### src/rtl/spi_irq_pkg.sv
package spi_irq_pkg;

    localparam int NUM_STICKY = 3;

    typedef struct packed {
        logic rx_full;
        logic rx_empty;
        logic tx_empty;
        logic tx_full;
        logic busy;
    } status_t;

    typedef struct packed {
        logic rx_high;
        logic rx_ovf;
        logic rx_udf;
        logic tx_ovf;
        logic tx_low;
    } irq_vec_t;

    // sticky vector order: [0] tx overflow, [1] rx underflow, [2] rx overflow
    function automatic logic [NUM_STICKY-1:0] decode_clear(input logic wr, input logic [3:0] data);
        logic [NUM_STICKY-1:0] c;
        c[0] = data[3];
        c[1] = data[1];
        c[2] = data[2];
        if (data[0]) c = '1;
        return wr ? c : '0;
    endfunction

endpackage

### src/rtl/spi_irq_levels.sv
module spi_irq_levels
    import spi_irq_pkg::*;
#(
    parameter int DEPTH = 32,
    parameter int LVL_W = $clog2(DEPTH + 1)
) (
    input  logic             busy_i,
    input  logic [LVL_W-1:0] tx_level_i,
    input  logic [LVL_W-1:0] rx_level_i,
    input  logic [LVL_W-1:0] tx_thresh_i,
    input  logic [LVL_W-1:0] rx_thresh_i,
    output status_t          status_o,
    output logic             tx_low_o,
    output logic             rx_high_o
);
    localparam logic [LVL_W-1:0] FULL_LVL = LVL_W'(DEPTH);

    always_comb begin
        status_o.busy     = busy_i;
        status_o.tx_full  = (tx_level_i == FULL_LVL);
        status_o.tx_empty = (tx_level_i == '0);
        status_o.rx_empty = (rx_level_i == '0);
        status_o.rx_full  = (rx_level_i == FULL_LVL);
        tx_low_o          = (tx_level_i <= tx_thresh_i);
        rx_high_o         = (rx_level_i >  rx_thresh_i);
    end
endmodule

### src/rtl/spi_irq_sticky.sv
module spi_irq_sticky #(
    parameter int NBITS = 3
) (
    input  logic             clk,
    input  logic             rst,
    input  logic [NBITS-1:0] set_i,
    input  logic [NBITS-1:0] clr_i,
    output logic [NBITS-1:0] q_o
);
    for (genvar k = 0; k < NBITS; k++) begin : g_bit
        always_ff @(posedge clk) begin
            if (rst)           q_o[k] <= 1'b0;
            else if (set_i[k]) q_o[k] <= 1'b1;
            else if (clr_i[k]) q_o[k] <= 1'b0;
        end

        p_set_wins_r9: assert property (@(posedge clk) disable iff (rst)
            set_i[k] |=> q_o[k]);
        p_hold_r7: assert property (@(posedge clk) disable iff (rst)
            (q_o[k] && !clr_i[k]) |=> q_o[k]);
        p_clear_r7: assert property (@(posedge clk) disable iff (rst)
            (clr_i[k] && !set_i[k]) |=> !q_o[k]);
    end
endmodule

### src/rtl/spi_fifo_irq_unit.sv
module spi_fifo_irq_unit
    import spi_irq_pkg::*;
#(
    parameter int DEPTH = 32,
    parameter int LVL_W = $clog2(DEPTH + 1)
) (
    input  logic             clk,
    input  logic             rst,
    input  logic             busy_i,
    input  logic [LVL_W-1:0] tx_level_i,
    input  logic [LVL_W-1:0] rx_level_i,
    input  logic             tx_push_i,
    input  logic             rx_push_i,
    input  logic             rx_pop_i,
    input  logic [LVL_W-1:0] tx_thresh_i,
    input  logic [LVL_W-1:0] rx_thresh_i,
    input  logic [4:0]       int_mask_i,
    input  logic             clr_wr_i,
    input  logic [3:0]       clr_data_i,
    output logic [4:0]       status_o,
    output logic [4:0]       raw_int_o,
    output logic [4:0]       masked_int_o,
    output logic             irq_o
);
    localparam logic [LVL_W-1:0] FULL_LVL = LVL_W'(DEPTH);

    status_t               stat;
    irq_vec_t              raw;
    logic                  tx_low, rx_high;
    logic [NUM_STICKY-1:0] err_set, err_clr, err_q;

    spi_irq_levels #(.DEPTH(DEPTH), .LVL_W(LVL_W)) u_levels (
        .busy_i     (busy_i),
        .tx_level_i (tx_level_i),
        .rx_level_i (rx_level_i),
        .tx_thresh_i(tx_thresh_i),
        .rx_thresh_i(rx_thresh_i),
        .status_o   (stat),
        .tx_low_o   (tx_low),
        .rx_high_o  (rx_high)
    );

    always_comb begin
        err_set[0] = tx_push_i && (tx_level_i == FULL_LVL);
        err_set[1] = rx_pop_i  && (rx_level_i == '0);
        err_set[2] = rx_push_i && (rx_level_i == FULL_LVL);
        err_clr    = decode_clear(clr_wr_i, clr_data_i);
    end

    spi_irq_sticky #(.NBITS(NUM_STICKY)) u_sticky (
        .clk  (clk),
        .rst  (rst),
        .set_i(err_set),
        .clr_i(err_clr),
        .q_o  (err_q)
    );

    always_comb begin
        raw.tx_low  = tx_low;
        raw.tx_ovf  = err_q[0];
        raw.rx_udf  = err_q[1];
        raw.rx_ovf  = err_q[2];
        raw.rx_high = rx_high;
    end

    assign status_o     = stat;
    assign raw_int_o    = raw;
    assign masked_int_o = raw & int_mask_i;
    assign irq_o        = |masked_int_o;

    p_tx_ovf_r4: assert property (@(posedge clk) disable iff (rst)
        (tx_push_i && tx_level_i == FULL_LVL) |=> raw_int_o[1]);
    p_rx_ovf_r5: assert property (@(posedge clk) disable iff (rst)
        (rx_push_i && rx_level_i == FULL_LVL) |=> raw_int_o[3]);
    p_rx_udf_r6: assert property (@(posedge clk) disable iff (rst)
        (rx_pop_i && rx_level_i == '0) |=> raw_int_o[2]);
    p_clr_all_r8: assert property (@(posedge clk) disable iff (rst)
        (clr_wr_i && clr_data_i[0] && !tx_push_i && !rx_push_i && !rx_pop_i)
        |=> (raw_int_o[3:1] == 3'b000));
    p_full_empty_excl_r1: assert property (@(posedge clk) disable iff (rst)
        !(status_o[1] && status_o[2]) && !(status_o[3] && status_o[4]));
    p_masked_subset_r10: assert property (@(posedge clk) disable iff (rst)
        ((masked_int_o & ~raw_int_o) == 5'b0) && (irq_o == (masked_int_o != 5'b0)));
endmodule

### config.mk
export PLATFORM = sky130hd
export DESIGN_NAME = spi_fifo_irq_unit
export DESIGN_NICKNAME = d
export VERILOG_FILES = /design/src/rtl/spi_irq_pkg.sv /design/src/rtl/spi_irq_levels.sv /design/src/rtl/spi_irq_sticky.sv /design/src/rtl/spi_fifo_irq_unit.sv
export SDC_FILE = /design/constraint.sdc
export NUM_CORES = 1
export LEC_CHECK = 0
export ABC_AREA = 1
export BUFFER_PORTS_ARGS = -buffer_cell sky130_fd_sc_hd__buf_2
export CAP_MARGIN = 30
export CORE_MARGIN = 2
export CORE_UTILIZATION = 37
export DETAILED_ROUTE_END_ITERATION = 10
export PLACE_DENSITY_LB_ADDON = 0.15
export SLEW_MARGIN = 0
export SYNTH_ARGS = -nofsm -noshare
export SYNTH_HDL_FRONTEND = slang
export SYNTH_HIERARCHICAL = 1
export SYNTH_SLANG_ARGS = --single-unit
### constraint.sdc
create_clock -name clk -period 1.2 [get_ports clk]
set_input_delay 0.12 -clock clk [delete_from_list [all_inputs] [get_ports clk]]
set_output_delay 0.12 -clock clk [all_outputs]
set_load 0.05 [all_outputs]
After elaboration in Yosys (flattened, before gate mapping)
Index checks and enable logic that the tools add are counted.

Order comparisons: 2. Eq/ne operators: 2. Muxes and demuxes: 8. Bitwise operators: 1. Reductions and logical operators: 9.

Operator list (count): equality test 6 bit, second input constant (2); logical NOT 6 bit (2); > comparator 6 bit (1); <= comparator 6 bit (1); 2-to-1 mux 1 bit (6); 2-to-1 mux 3 bit (2); nonzero test 2 bit (3); AND 5 bit (1); OR reduction 5 bit (1); logical AND 1 bit (3).

Bits in registers: 3. Input port bits: 40. Output and inout port bits: 16.

Longest topological paths before layout
Gate-level depths: netlist of the first run.

Depth in word-level cells: 4. Gate-level depth with buffers: 13. Depth with buffers taken out: 13.

Cells and area by module
The synthesis of the first run kept the hierarchy.

Modules (own cells, without submodules): spi_irq_levels (instances 1, cells an instance 69, area an instance 391.6 µm²); spi_fifo_irq_unit (instances 1, cells an instance 37, area an instance 153.9 µm²); spi_irq_sticky (instances 1, cells an instance 15, area an instance 108.9 µm²).

Least setup slack after synthesis of the first run
OpenSTA, ideal clock, no wires.

Kind: reg-to-output. Start point: reg u_sticky.q_o[0]. End point: out irq_o. Arrival time: 1.510 ns. Slack: -0.430 ns. Cell stages (with the launch flop): 5. Path buffers: 0. Path through: dfxtp_1 nand2_1 inv_1 nor2_1 nand2_1.

Word-level cells in the longest chain between the ends: 2.

Ends and longest elaborated chain: start: declaration (RTL line spi_irq_sticky.sv:8) `output logic [NBITS-1:0] q_o`; start signal: indexed assignment (RTL line spi_irq_sticky.sv:12) `if (rst) q_o[k] <= 1'b0;`; start signal: indexed assignment (RTL line spi_irq_sticky.sv:13) `else if (set_i[k]) q_o[k] <= 1'b1;`; start signal: indexed assignment (RTL line spi_irq_sticky.sv:14) `else if (clr_i[k]) q_o[k] <= 1'b0;`; AND 5 bit (RTL line spi_fifo_irq_unit.sv:68) `assign masked_int_o = raw & int_mask_i;`; via masked_int_o[1] (RTL line spi_fifo_irq_unit.sv:22) `output logic [4:0] masked_int_o,`; OR reduction 5 bit (RTL line spi_fifo_irq_unit.sv:69) `assign irq_o = |masked_int_o;`; end: declaration (RTL line spi_fifo_irq_unit.sv:23) `output logic irq_o`.

The timed path passes the listed nets, and every way through them passes these cells.

Worst setup path after layout of the first run
Start point: in tx_level_i[3]. End point: out irq_o.

Word-level cells in the longest chain between the ends: 3.

Ends and longest elaborated chain: start: declaration (RTL line spi_fifo_irq_unit.sv:10) `input logic [LVL_W-1:0] tx_level_i,`; <= comparator 6 bit (RTL line spi_irq_levels.sv:24) `tx_low_o = (tx_level_i <= tx_thresh_i);`; AND 5 bit (RTL line spi_fifo_irq_unit.sv:68); OR reduction 5 bit (RTL line spi_fifo_irq_unit.sv:69).

No other way between the ends.

==> results of run 1 <==
cell usage in the layout, fill, tap and decap left out:
cell type,instances
sky130_fd_sc_hd__buf_2,36
sky130_fd_sc_hd__nand2_1,25
sky130_fd_sc_hd__nor2_1,20
sky130_fd_sc_hd__inv_1,19
sky130_fd_sc_hd__buf_4,13
sky130_fd_sc_hd__buf_6,12
sky130_fd_sc_hd__ha_4,10
sky130_fd_sc_hd__inv_2,7
sky130_fd_sc_hd__nand2_2,6
sky130_fd_sc_hd__a21oi_1,5
sky130_fd_sc_hd__buf_8,4
sky130_fd_sc_hd__inv_4,4
sky130_fd_sc_hd__clkbuf_4,3
sky130_fd_sc_hd__nor2_2,3
sky130_fd_sc_hd__dfxtp_2,3
sky130_fd_sc_hd__clkinvlp_4,2
sky130_fd_sc_hd__nand3b_1,2
sky130_fd_sc_hd__nor3b_2,2
sky130_fd_sc_hd__nor3_2,2
sky130_fd_sc_hd__nand3_1,2
sky130_fd_sc_hd__ha_1,2
sky130_fd_sc_hd__clkbuf_1,1
sky130_fd_sc_hd__o21bai_1,1
sky130_fd_sc_hd__nand3_2,1
sky130_fd_sc_hd__nand2_4,1
sky130_fd_sc_hd__nor3_1,1
what timing repair did:
item,in CTS,in global routing
pin swaps,20,11
setup endpoints to repair,5,5
resized for setup,33,17
metal layers:
metal | share of wire | vias up | global-route usage
li1 | - | 493 | -
met1 | 0.39 | 410 | 0.174
met2 | 0.56 | 38 | 0.322
met3 | 0.049 | 0 | 0.0118
met4 | 0 | 0 | 0.0686
met5 | 0 | - | 0
area by class of cell:
| cell class | instances | area [um^2] | share of cell area |
|---|---|---|---|
| clock buffers | 4 | 26.3 | 0.0194 |
| inverters | 32 | 138 | 0.102 |
| multi-input cells | 83 | 629 | 0.466 |
| flip-flops and latches | 3 | 63.8 | 0.0472 |
| well taps | 17 | 21.3 | 0.0157 |
| repair buffers | 65 | 473 | 0.350 |
worst max-delay path by stage:
stage	to	cells after the start
after floorplan	irq_o	4
after detailed placement	irq_o	13
final	irq_o	11
after global routing	irq_o	14
after global placement	irq_o	13
after CTS	irq_o	13
kinds of logic after synthesis:
family	after synthesis	synth area share
AOI/OAI and AO/OA	6	0.0497
adders and majority gates	12	0.229
buffers and inverters	35	0.218
DFF	3	0.0918
and+or+nand+nor	65	0.411
stage by stage:
stage               utilization  TNS [ps]  power [mW]  hold slack (ps)
floorplan                     -      -259       0.353              182
global route              0.800      -968       0.844             69.6
finish                    0.800      -778       0.793             59.3
global placement          0.663      -950       0.479              240
CTS                       0.760      -653       0.746             61.7
detailed placement        0.663     -1070       0.489              240
report_power, final:
group | switching [mW] | internal, mW | total (mW)
logic | 0.267 | 0.241 | 0.508
registers | 0.000374 | 0.101 | 0.101
clock network | 0.0590 | 0.125 | 0.184
total | 0.327 | 0.467 | 0.793
==> metrics.txt, run 1 <==
# TYPE chip_impl_metric gauge
chip_impl_metric{name="drtAntennaViolNets",unit=""} 0
chip_impl_info{name="worst_setup_path_start_kind",value="input pin"} 1
chip_impl_metric{name="cts.reportedPaths.clkPinSlew",unit="ps"} 40
chip_impl_metric{name="synth-edff-count",unit=""} 0
chip_impl_metric{name="hold_viol_final",unit=""} 0
chip_impl_metric{name="fillerInstances",unit=""} 119
chip_impl_metric{name="data_arrival_time_of_the_critical_path",unit="ps"} 1340
chip_impl_info{name="cp_top_family",value="simple AND/OR/NAND/NOR gates"} 1
chip_impl_metric{name="floorplan.rows",unit=""} 15
chip_impl_metric{name="antenna_violations_before_repair",unit=""} 0
chip_impl_metric{name="finalWeightedCongestion",unit=""} 0.782
chip_impl_metric{name="synthesized_area_per_cell",unit="um^2"} 5.41
chip_impl_metric{name="cts.sink_count",unit=""} 3
chip_impl_info{name="worst_hold_path_type",value="in -> reg"} 1
chip_impl_metric{name="i_o_pin_count",unit=""} 56
chip_impl_metric{name="ys.warnings.count",unit=""} 6
chip_impl_info{name="post-synth-top-area-cell",value="sky130_fd_sc_hd__ha_1"} 1
chip_impl_info{name="regMostFlops",value="u_sticky/q_o"} 1
chip_impl_info{name="slowest_stage",value="sky130_fd_sc_hd__ha_4"} 1
chip_impl_info{name="critPathKind",value="in -> out"} 1
chip_impl_metric{name="routed_wire_length_per_instance",unit="um"} 11.3
chip_impl_metric{name="whs_path_depth",unit=""} 2
chip_impl_metric{name="floorplan.die.height",unit="um"} 46.1
chip_impl_metric{name="reg2reg_slack",unit="ps"} 600
chip_impl_info{name="ys_top_cells_by_count",value="sky130_fd_sc_hd__inv_1 (32), sky130_fd_sc_hd__nand2_1 (31), sky130_fd_sc_hd__nor2_1 (23)"} 1
chip_impl_metric{name="place_area",unit="mm^2"} 0.00112
chip_impl_info{name="path_cells",value="buf_6 > ha_4 > nand2_2 > nor2_2 > nand3_1 > nand2_2 > nand2_2 > nand2_1 > inv_1 > nand2_1 > buf_6"} 1
chip_impl_metric{name="largest_net_degree_at_the_start_of_global_routing",unit=""} 5
chip_impl_info{name="post-synth-top-count-cell",value="sky130_fd_sc_hd__inv_1"} 1
chip_impl_metric{name="core_region_area",unit="mm^2"} 0.00169
chip_impl_metric{name="syn-instance-count",unit=""} 121
chip_impl_metric{name="timing.final.ws_setup",unit="ps"} -264
chip_impl_metric{name="cts.repair_timing.setup_buffer_count",unit=""} 0
chip_impl_metric{name="period_minus_slack",unit="ps"} 1460
chip_impl_metric{name="final_cells",unit=""} 204
chip_impl_metric{name="area_overhead_of_the_layout_relative_to_synthesis",unit="%"} 107
chip_impl_metric{name="max_freq",unit="MHz"} 683
chip_impl_metric{name="die_w",unit="um"} 46.1
chip_impl_metric{name="yosysTopAreaCellShare",unit=""} 0.229
chip_impl_metric{name="cp_data_required_time",unit="ps"} 1080
chip_impl_metric{name="routed-via-count",unit=""} 941
chip_impl_metric{name="syn-cell-area",unit="um^2"} 654
chip_impl_info{name="launching_instance_or_port_of_the_critical_path",value="tx_level_i[3]"} 1
chip_impl_metric{name="power_density",unit="mW/mm^2"} 587
chip_impl_metric{name="cts_hold_repair.buffers",unit=""} 0
chip_impl_metric{name="clockBufferDepth",unit=""} 2
chip_impl_metric{name="critical_path_buf_inv_count",unit=""} 3
chip_impl_info{name="ctsRootBufferMaster",value="sky130_fd_sc_hd__clkbuf_4"} 1
chip_impl_metric{name="place_worst_setup_slack",unit="ps"} -389
chip_impl_info{name="ys_dominant_reg_cell",value="sky130_fd_sc_hd__dfxtp_1"} 1
chip_impl_metric{name="io_buffer_count",unit=""} 53
chip_impl_metric{name="postSynthNetCount",unit=""} 173
chip_impl_info{name="tritoncts",value="built"} 1
chip_impl_info{name="holdCritStartpoint",value="rst"} 1
chip_impl_metric{name="maximum_clock_skew_at_final_layout",unit="ps"} 0
chip_impl_info{name="netlist_top_cells_area",value="sky130_fd_sc_hd__ha_1 (23%), sky130_fd_sc_hd__inv_1 (18%), sky130_fd_sc_hd__nand2_1 (18%)"} 1
chip_impl_metric{name="number_of_flip_flops_in_the_largest_register",unit=""} 3
chip_impl_metric{name="drt-initial-drc-count",unit=""} 8
chip_impl_metric{name="ys_async_sr_fraction",unit=""} 0
chip_impl_metric{name="share_of_layout_cells_above_drive_strength_1",unit=""} 0.583
chip_impl_metric{name="die-area",unit="mm^2"} 0.00212
chip_impl_metric{name="ys_seq_elements",unit=""} 3
chip_impl_metric{name="antenna_cells",unit=""} 0
chip_impl_metric{name="grt_pass1_wl",unit="mm"} 2.55
chip_impl_metric{name="layout.cell_area.non_filler",unit="mm^2"} 0.00135
chip_impl_metric{name="place_inst",unit=""} 200
chip_impl_metric{name="ys_types",unit=""} 13
chip_impl_info{name="type_of_element_capturing_the_critical_path",value="primary output"} 1
chip_impl_metric{name="cap_violations",unit=""} 0
chip_impl_metric{name="critical_path_peak_fanout",unit=""} 2
chip_impl_metric{name="first_global_vias",unit=""} 708
chip_impl_info{name="run_status",value="finished with violations"} 1
chip_impl_metric{name="grtUsageTotal",unit=""} 0.164
chip_impl_info{name="regToRegStartpoint",value="u_sticky/q_o[1]"} 1
chip_impl_info{name="violations_in_the_final_reports",value="setup timing"} 1
chip_impl_info{name="hold-path-endpoint",value="u_sticky/q_o[0]"} 1
chip_impl_metric{name="share_of_synthesized_area_occupied_by_flip_flops_and_latches",unit=""} 0.0918
chip_impl_metric{name="worst_slew_margin_rel",unit=""} 0.829
chip_impl_metric{name="totalWireLength",unit="mm"} 2.31
chip_impl_metric{name="dp.final_hpwl",unit="mm"} 1.50
chip_impl_metric{name="detailedRoute.firstPassIterationCount",unit=""} 4
chip_impl_metric{name="reg2regPathDepth",unit=""} 2
chip_impl_metric{name="post-route-period-util",unit=""} 1.22
chip_impl_metric{name="cts_made_buffers",unit=""} 3
chip_impl_metric{name="clock_insertion_delay_worst_skew",unit="ps"} 240
chip_impl_metric{name="finalMaxSlewViolations",unit=""} 0
chip_impl_metric{name="remaining_drc_errors",unit=""} 0
chip_impl_metric{name="max_slew.worst_pin.slew",unit="ps"} 259
chip_impl_metric{name="nets",unit=""} 240
chip_impl_metric{name="global_route.overflow_total",unit=""} 0
chip_impl_info{name="rsz0062_at_grt",value="yes"} 1
chip_impl_metric{name="initial_utilization",unit=""} 0.387
chip_impl_metric{name="final_setup_violations",unit=""} 6
chip_impl_metric{name="power.leakage",unit="nW"} 0.742
chip_impl_metric{name="ir_worst_vdd",unit="uV"} 324
chip_impl_info{name="path_common_cell",value="sky130_fd_sc_hd__nand2_2"} 1
chip_impl_metric{name="clock_tree.htree_level_count",unit=""} 1
chip_impl_info{name="worst_r2r_endpoint",value="u_sticky/q_o[1]"} 1
chip_impl_metric{name="critical_path.max_stage_delay",unit="ps"} 270
chip_impl_info{name="biggestRegsByFlops",value="u_sticky/q_o (3)"} 1
chip_impl_metric{name="avgViaCountPerCell",unit=""} 4.61
No activity file was read; power rests on OpenSTA's default activity.
==> run 2: changes to the inputs <==
--- a/config.mk
+++ b/config.mk
@@ -12,6 +12,7 @@
 export CORE_UTILIZATION = 37
 export DETAILED_ROUTE_END_ITERATION = 10
 export PLACE_DENSITY_LB_ADDON = 0.15
+export RECOVER_POWER = 25
 export SLEW_MARGIN = 0
 export SYNTH_ARGS = -nofsm -noshare
 export SYNTH_HDL_FRONTEND = slang
==> run 2 against run 1 <==
  * The run still ends with setup timing left
  * Non-clock buffer count stayed put
  * Worst setup slack gained 7.1 ps
  * Cell count unchanged
  * Design area unchanged
  * Global-route usage unchanged
  * Utilization stayed put
  * Register-to-register slack about the same
  * Critical path depth did not move
  * Hold slack about the same
  * Flip-flop and latch count unchanged
  * Largest cell class unchanged
==> metrics.txt, run 2 (synthesis gave the netlist of run 1 again) <==
# TYPE chip_impl_metric gauge
chip_impl_info{name="worst_hold_path_type",value="in -> reg"} 1
chip_impl_info{name="topRoutingLayerUsed",value="met3"} 1
chip_impl_info{name="rsz0062_at_grt",value="yes"} 1
chip_impl_metric{name="cts_made_buffers",unit=""} 3
chip_impl_metric{name="detailedRoute.firstPassIterationCount",unit=""} 4
chip_impl_info{name="violations_in_the_final_reports",value="setup timing"} 1
chip_impl_metric{name="drt-initial-drc-count",unit=""} 7
chip_impl_info{name="tritoncts",value="built"} 1
chip_impl_info{name="biggestRegsByFlops",value="u_sticky/q_o (3)"} 1
chip_impl_metric{name="sw_frac_of_total",unit=""} 0.411
chip_impl_metric{name="max_freq",unit="MHz"} 686
chip_impl_metric{name="critical_path_peak_fanout",unit=""} 2
chip_impl_metric{name="totalWireLength",unit="mm"} 2.30
chip_impl_metric{name="power_density",unit="mW/mm^2"} 587
chip_impl_metric{name="nets",unit=""} 240
chip_impl_metric{name="clockBufferDepth",unit=""} 2
chip_impl_metric{name="clock_tree.htree_level_count",unit=""} 1
chip_impl_info{name="worst_setup_path_start_kind",value="input pin"} 1
chip_impl_metric{name="initial_utilization",unit=""} 0.387
chip_impl_info{name="ctsRootBufferMaster",value="sky130_fd_sc_hd__clkbuf_4"} 1
chip_impl_metric{name="finalMaxSlewViolations",unit=""} 0
chip_impl_metric{name="io_buffer_count",unit=""} 53
chip_impl_metric{name="die-area",unit="mm^2"} 0.00212
chip_impl_metric{name="hold_viol_final",unit=""} 0
chip_impl_info{name="regMostFlops",value="u_sticky/q_o"} 1
chip_impl_metric{name="grtUsageTotal",unit=""} 0.164
chip_impl_metric{name="grt_pass1_wl",unit="mm"} 2.55
chip_impl_info{name="final_cell_mix",value="sky130_fd_sc_hd__buf_2 (36), sky130_fd_sc_hd__nand2_1 (25), sky130_fd_sc_hd__nor2_1 (20), sky130_fd_sc_hd__inv_1 (19)"} 1
chip_impl_metric{name="i_o_pin_count",unit=""} 56
chip_impl_metric{name="met3_length",unit="um"} 130
chip_impl_metric{name="period_minus_slack",unit="ps"} 1460
chip_impl_metric{name="comb_power_share",unit=""} 0.640
chip_impl_metric{name="cts.reportedPaths.clkPinSlew",unit="ps"} 40
chip_impl_metric{name="drtAntennaViolNets",unit=""} 0
chip_impl_metric{name="maximum_clock_skew_at_final_layout",unit="ps"} 0
chip_impl_info{name="mostFrequentLayoutCell",value="sky130_fd_sc_hd__buf_2"} 1
chip_impl_metric{name="antenna_violations_before_repair",unit=""} 0
chip_impl_metric{name="total_power",unit="uW"} 793
chip_impl_metric{name="core_region_area",unit="mm^2"} 0.00169
chip_impl_metric{name="area_overhead_of_the_layout_relative_to_synthesis",unit="%"} 107
chip_impl_metric{name="cts.sink_count",unit=""} 3
chip_impl_metric{name="die_w",unit="um"} 46.1
chip_impl_metric{name="remaining_drc_errors",unit=""} 0
chip_impl_metric{name="net-switching-power",unit="uW"} 326
chip_impl_metric{name="timing.final.ws_setup",unit="ps"} -257
chip_impl_metric{name="clkPwrFrac",unit=""} 0.232
chip_impl_metric{name="ir_worst_vdd",unit="uV"} 323
chip_impl_metric{name="power.leakage",unit="nW"} 0.742
chip_impl_metric{name="largest_net_degree_at_the_start_of_global_routing",unit=""} 5
chip_impl_metric{name="wirelength_met1",unit="um"} 876
chip_impl_metric{name="fin_tns_setup",unit="ps"} -755
chip_impl_metric{name="cp_data_required_time",unit="ps"} 1080
chip_impl_metric{name="global_route.overflow_total",unit=""} 0
chip_impl_info{name="run_status",value="finished with violations"} 1
chip_impl_metric{name="wl_met2",unit="mm"} 1.29
chip_impl_metric{name="max_slew.worst_pin.slew",unit="ps"} 259
chip_impl_metric{name="routed-via-count",unit=""} 941
chip_impl_metric{name="intPower",unit="uW"} 467
chip_impl_metric{name="cts_hold_repair.buffers",unit=""} 0
chip_impl_metric{name="final_setup_violations",unit=""} 6
chip_impl_metric{name="cap_violations",unit=""} 0
chip_impl_metric{name="first_global_vias",unit=""} 708
chip_impl_metric{name="floorplan.rows",unit=""} 15
chip_impl_metric{name="clock_insertion_delay_worst_skew",unit="ps"} 240
chip_impl_metric{name="share_of_layout_cells_above_drive_strength_1",unit=""} 0.583
chip_impl_metric{name="floorplan.die.height",unit="um"} 46.1
chip_impl_metric{name="number_of_flip_flops_in_the_largest_register",unit=""} 3
chip_impl_info{name="critPathKind",value="in -> out"} 1
chip_impl_metric{name="avgViaCountPerCell",unit=""} 4.61
chip_impl_metric{name="seq_power_share",unit=""} 0.128
chip_impl_metric{name="finalWeightedCongestion",unit=""} 0.782
chip_impl_metric{name="cts.repair_timing.setup_buffer_count",unit=""} 0
chip_impl_metric{name="dp.final_hpwl",unit="mm"} 1.50
chip_impl_metric{name="routed_wire_length_per_instance",unit="um"} 11.3
chip_impl_metric{name="post-route-period-util",unit=""} 1.21
chip_impl_metric{name="data_arrival_time_of_the_critical_path",unit="ps"} 1340
chip_impl_metric{name="worst_slew_margin_rel",unit=""} 0.829
chip_impl_info{name="type_of_element_capturing_the_critical_path",value="primary output"} 1
chip_impl_metric{name="antenna_cells",unit=""} 0
## run 2: cell count changes in the layout (fill, tap and decap cells not counted), sizes merged
cell,delta
buf,-1
clkbuf,+1
## run 2: cell type report
class / count / area (um^2)
flip-flops and latches: 3 / 63.8
fillers: 119 / 338
clock buffers: 4 / 26.3
multi-input cells: 83 / 629
repair buffers: 65 / 473
inverters: 32 / 138
well taps: 17 / 21.3
## run 2: worst paths after layout
kind | endpoint | startpoint | slack, ps | cells after the start
worst max-delay path | irq_o | tx_level_i[3] | -260 | 11
worst min register to register | u_sticky/q_o[2] | u_sticky/q_o[2] | 470 | 2
worst min-delay path | u_sticky/q_o[0] | rst | 60 | 2
worst max register to register | u_sticky/q_o[1] | u_sticky/q_o[1] | 600 | 2
## run 2: power by group through the flow
stage	sequential [mW]	combinational, mW	clock [mW]
floorplan	0.105	0.249	0
global placement	0.103	0.376	0
detailed placement	0.103	0.387	0
CTS	0.101	0.465	0.180
global route	0.101	0.544	0.199
finish	0.101	0.507	0.184
## run 2: metrics by stage
step | worst slack, ps | instances | util | hold slack [ps] | area [um^2]
global route | -326 | 204 | 0.800 | 69.6 | 1350
detailed placement | -389 | 200 | 0.663 | 240 | 1120
CTS | -259 | 204 | 0.760 | 61.7 | 1280
global placement | -353 | 200 | 0.663 | 240 | 1120
finish | -257 | 204 | 0.800 | 59.4 | 1350
floorplan | -259 | 121 | - | 182 | 766
## run 2: layer usage
metal / up-vias / GRT usage
li1: 493 / -
met4: 0 / 0.0686
met1: 406 / 0.174
met2: 42 / 0.322
met3: 0 / 0.0118
met5: - / 0
## run 2: what timing repair did
action                                  4_1_cts  5_1_grt
pin swaps                                    20       11
resized for setup                            33       17
endpoints found under the setup margin        5        5
## run 2: critical path: stages
cell and delay [ps]:
sky130_fd_sc_hd__buf_6 100, sky130_fd_sc_hd__ha_4 270, sky130_fd_sc_hd__nand2_2 50, sky130_fd_sc_hd__nor2_2 140, sky130_fd_sc_hd__nand3_1 150, sky130_fd_sc_hd__nand2_2 120
sky130_fd_sc_hd__nand2_2 70, sky130_fd_sc_hd__nand2_1 60, sky130_fd_sc_hd__inv_1 40, sky130_fd_sc_hd__nand2_1 60, sky130_fd_sc_hd__buf_6 150
==> run 3: changes to the inputs <==
--- a/config.mk
+++ b/config.mk
@@ -13,6 +13,7 @@
 export DETAILED_ROUTE_END_ITERATION = 10
 export PLACE_DENSITY_LB_ADDON = 0.15
 export RECOVER_POWER = 25
+export SKIP_LAST_GASP = 1
 export SLEW_MARGIN = 0
 export SYNTH_ARGS = -nofsm -noshare
 export SYNTH_HDL_FRONTEND = slang
==> run 3 against run 2 <==
  * The flow still finishes with violations (setup timing)
  * Critical path depth grew 2
  * Register-to-register slack is essentially flat
  * Design area shrank 0.46%
  * Total power is essentially flat
  * Clock power grew 3%
  * Critical path type unchanged
  * Critical endpoint unchanged
  * Highest routed layer is now met4
==> metrics.txt, run 3 (synthesis gave the netlist of run 1 again) <==
# TYPE chip_impl_metric gauge
chip_impl_metric{name="timing.final.ws_setup",unit="ps"} -247
chip_impl_info{name="launching_instance_or_port_of_the_critical_path",value="rx_level_i[5]"} 1
chip_impl_metric{name="dp.final_hpwl",unit="mm"} 1.50
chip_impl_info{name="holdCritStartpoint",value="rst"} 1
chip_impl_info{name="biggestRegsByFlops",value="u_sticky/q_o (3)"} 1
chip_impl_info{name="type_of_element_capturing_the_critical_path",value="primary output"} 1
chip_impl_metric{name="antenna_violations_before_repair",unit=""} 0
chip_impl_metric{name="max_slew.worst_pin.slew",unit="ps"} 258
chip_impl_metric{name="place_worst_setup_slack",unit="ps"} -389
chip_impl_metric{name="remaining_drc_errors",unit=""} 0
chip_impl_info{name="regMostFlops",value="u_sticky/q_o"} 1
chip_impl_metric{name="critical_path.max_stage_delay",unit="ps"} 270
chip_impl_metric{name="cp_data_required_time",unit="ps"} 1080
chip_impl_metric{name="reg2regPathDepth",unit=""} 2
chip_impl_metric{name="antenna_cells",unit=""} 0
chip_impl_metric{name="critical_path_peak_fanout",unit=""} 3
chip_impl_metric{name="maximum_clock_skew_at_final_layout",unit="ps"} 0
chip_impl_info{name="path_common_cell",value="sky130_fd_sc_hd__nand2_1"} 1
chip_impl_metric{name="cts_hold_repair.buffers",unit=""} 0
chip_impl_metric{name="ir_worst_vdd",unit="uV"} 322
chip_impl_metric{name="period_minus_slack",unit="ps"} 1450
chip_impl_metric{name="routed_wire_length_per_instance",unit="um"} 11.1
chip_impl_metric{name="place_area",unit="mm^2"} 0.00112
chip_impl_metric{name="clkPwrFrac",unit=""} 0.239
chip_impl_metric{name="clockBufferDepth",unit=""} 2
chip_impl_info{name="tritoncts",value="built"} 1
chip_impl_metric{name="totalWireLength",unit="mm"} 2.26
chip_impl_info{name="critPathKind",value="in -> out"} 1
chip_impl_metric{name="cts_made_buffers",unit=""} 3
chip_impl_info{name="final_cell_mix",value="sky130_fd_sc_hd__buf_2 (36), sky130_fd_sc_hd__nand2_1 (25), sky130_fd_sc_hd__nor2_1 (20), sky130_fd_sc_hd__inv_1 (19), sky130_fd_sc_hd__buf_6 (13)"} 1
chip_impl_metric{name="data_arrival_time_of_the_critical_path",unit="ps"} 1330
chip_impl_metric{name="die_w",unit="um"} 46.1
chip_impl_metric{name="cap_violations",unit=""} 0
chip_impl_metric{name="crit_cells",unit=""} 13
chip_impl_metric{name="worst_slew_margin_rel",unit=""} 0.829
chip_impl_metric{name="finalWeightedCongestion",unit=""} 0.782
chip_impl_metric{name="clock_insertion_delay_worst_skew",unit="ps"} 250
chip_impl_metric{name="number_of_flip_flops_in_the_largest_register",unit=""} 3
chip_impl_metric{name="first_global_vias",unit=""} 708
chip_impl_info{name="worst_setup_path_start_kind",value="input pin"} 1
chip_impl_metric{name="layout.cell_area.non_filler",unit="mm^2"} 0.00135
chip_impl_metric{name="sw_frac_of_total",unit=""} 0.414
chip_impl_metric{name="avgViaCountPerCell",unit=""} 4.59
chip_impl_info{name="run_status",value="finished with violations"} 1
chip_impl_info{name="path_cells",value="buf_6 > ha_4 > nand2_4 > nor2_1 > nand2_1 > inv_1 > nor2_2 > nor2_2 > nand2_2 > nand2_1 > nor2_1 > nand2_1 > buf_6"} 1
chip_impl_metric{name="i_o_pin_count",unit=""} 56
chip_impl_metric{name="largest_net_degree_at_the_start_of_global_routing",unit=""} 5
chip_impl_metric{name="initial_utilization",unit=""} 0.387
chip_impl_metric{name="drt-initial-drc-count",unit=""} 11
chip_impl_metric{name="post-route-period-util",unit=""} 1.21
chip_impl_metric{name="power_density",unit="mW/mm^2"} 590
chip_impl_metric{name="drtAntennaViolNets",unit=""} 0
chip_impl_metric{name="clock_tree.htree_level_count",unit=""} 1
chip_impl_metric{name="hold_viol_final",unit=""} 0
chip_impl_metric{name="net-switching-power",unit="uW"} 329
chip_impl_metric{name="area_overhead_of_the_layout_relative_to_synthesis",unit="%"} 106
chip_impl_metric{name="global_route.overflow_total",unit=""} 0
chip_impl_metric{name="whs_path_depth",unit=""} 2
chip_impl_metric{name="critical_path_buf_inv_count",unit=""} 3
chip_impl_info{name="mostFrequentLayoutCell",value="sky130_fd_sc_hd__buf_2"} 1
chip_impl_info{name="cp_top_family",value="simple AND/OR/NAND/NOR gates"} 1
chip_impl_metric{name="grt_pass1_wl",unit="mm"} 2.55
chip_impl_metric{name="fillerInstances",unit=""} 120
chip_impl_metric{name="io_buffer_count",unit=""} 53
chip_impl_info{name="rsz0062_at_grt",value="yes"} 1
chip_impl_info{name="regToRegStartpoint",value="u_sticky/q_o[1]"} 1
chip_impl_info{name="slowest_stage",value="sky130_fd_sc_hd__ha_4"} 1
chip_impl_metric{name="routed-via-count",unit=""} 937
chip_impl_metric{name="nets",unit=""} 240
chip_impl_metric{name="detailedRoute.firstPassIterationCount",unit=""} 4
chip_impl_metric{name="floorplan.rows",unit=""} 15
chip_impl_metric{name="comb_power_share",unit=""} 0.633
chip_impl_metric{name="die-area",unit="mm^2"} 0.00212
chip_impl_metric{name="max_freq",unit="MHz"} 691
chip_impl_metric{name="power.leakage",unit="nW"} 0.740
chip_impl_metric{name="core_region_area",unit="mm^2"} 0.00169
chip_impl_metric{name="final_setup_violations",unit=""} 5
chip_impl_metric{name="intPower",unit="uW"} 464
chip_impl_metric{name="cts.sink_count",unit=""} 3
chip_impl_metric{name="grtUsageTotal",unit=""} 0.164
chip_impl_info{name="worst_hold_path_type",value="in -> reg"} 1
chip_impl_info{name="violations_in_the_final_reports",value="setup timing"} 1
chip_impl_metric{name="seq_power_share",unit=""} 0.128
chip_impl_metric{name="cts.reportedPaths.clkPinSlew",unit="ps"} 40
chip_impl_metric{name="share_of_layout_cells_above_drive_strength_1",unit=""} 0.583
chip_impl_info{name="ctsRootBufferMaster",value="sky130_fd_sc_hd__clkbuf_4"} 1
chip_impl_metric{name="finalMaxSlewViolations",unit=""} 0
chip_impl_metric{name="floorplan.die.height",unit="um"} 46.1
run 3: final timing paths:
path / slack (ps) / endpoint
worst max-delay path: -250 / irq_o
worst min-delay path: 60 / u_sticky/q_o[0]
worst max register to register: 600 / u_sticky/q_o[1]
worst min register to register: 470 / u_sticky/q_o[0]
run 3: cell type report:
type | instances | area [um^2] | share of cell area
repair buffers | 65 | 469 | 0.349
well taps | 17 | 21.3 | 0.0158
inverters | 32 | 135 | 0.100
clock buffers | 4 | 26.3 | 0.0195
flip-flops and latches | 3 | 63.8 | 0.0474
multi-input cells | 83 | 629 | 0.468
run 3: through the flow:
stage	hold slack, ps	power, mW	utilization	std cells	TNS (ps)
final	56.3	0.793	0.796	204	-704
after global routing	68.0	0.843	0.796	204	-975
after CTS	61.7	0.746	0.760	204	-653
after detailed placement	240	0.489	0.663	200	-1070
after global placement	240	0.479	0.663	200	-950
after floorplan	182	0.353	-	121	-259
run 3: power groups by stage:
| stage | sequential (mW) | clock [mW] | combinational (mW) |
|---|---|---|---|
| 2_1_floorplan | 0.105 | 0 | 0.249 |
| 3_3_place_gp | 0.103 | 0 | 0.376 |
| 3_5_place_dp | 0.103 | 0 | 0.387 |
| 4_1_cts | 0.101 | 0.180 | 0.465 |
| 5_1_grt | 0.101 | 0.200 | 0.542 |
| 6_report | 0.101 | 0.190 | 0.502 |
run 3: timing repair:
| item | CTS | global route |
|---|---|---|
| endpoints found under the hold margin | 0 | 0 |
| buffers inserted | 0 | 0 |
| gates resized for setup | 33 | 15 |
| setup endpoints to repair | 5 | 5 |
| pin swaps | 20 | 11 |
run 3: per-layer routing:
layer / global-route usage / vias up / wire length [um]
met5: 0 / - / 0
met4: 0.0686 / 0 / 38
met3: 0.0118 / 4 / 116
met2: 0.322 / 39 / 1260
met1: 0.174 / 404 / 850
li1: - / 490 / -
run 3: worst register-to-register path: stages (launching register included):
cell and delay [ps]:
sky130_fd_sc_hd__dfxtp_2 330, sky130_fd_sc_hd__nand2_1 60, sky130_fd_sc_hd__a21oi_1 130
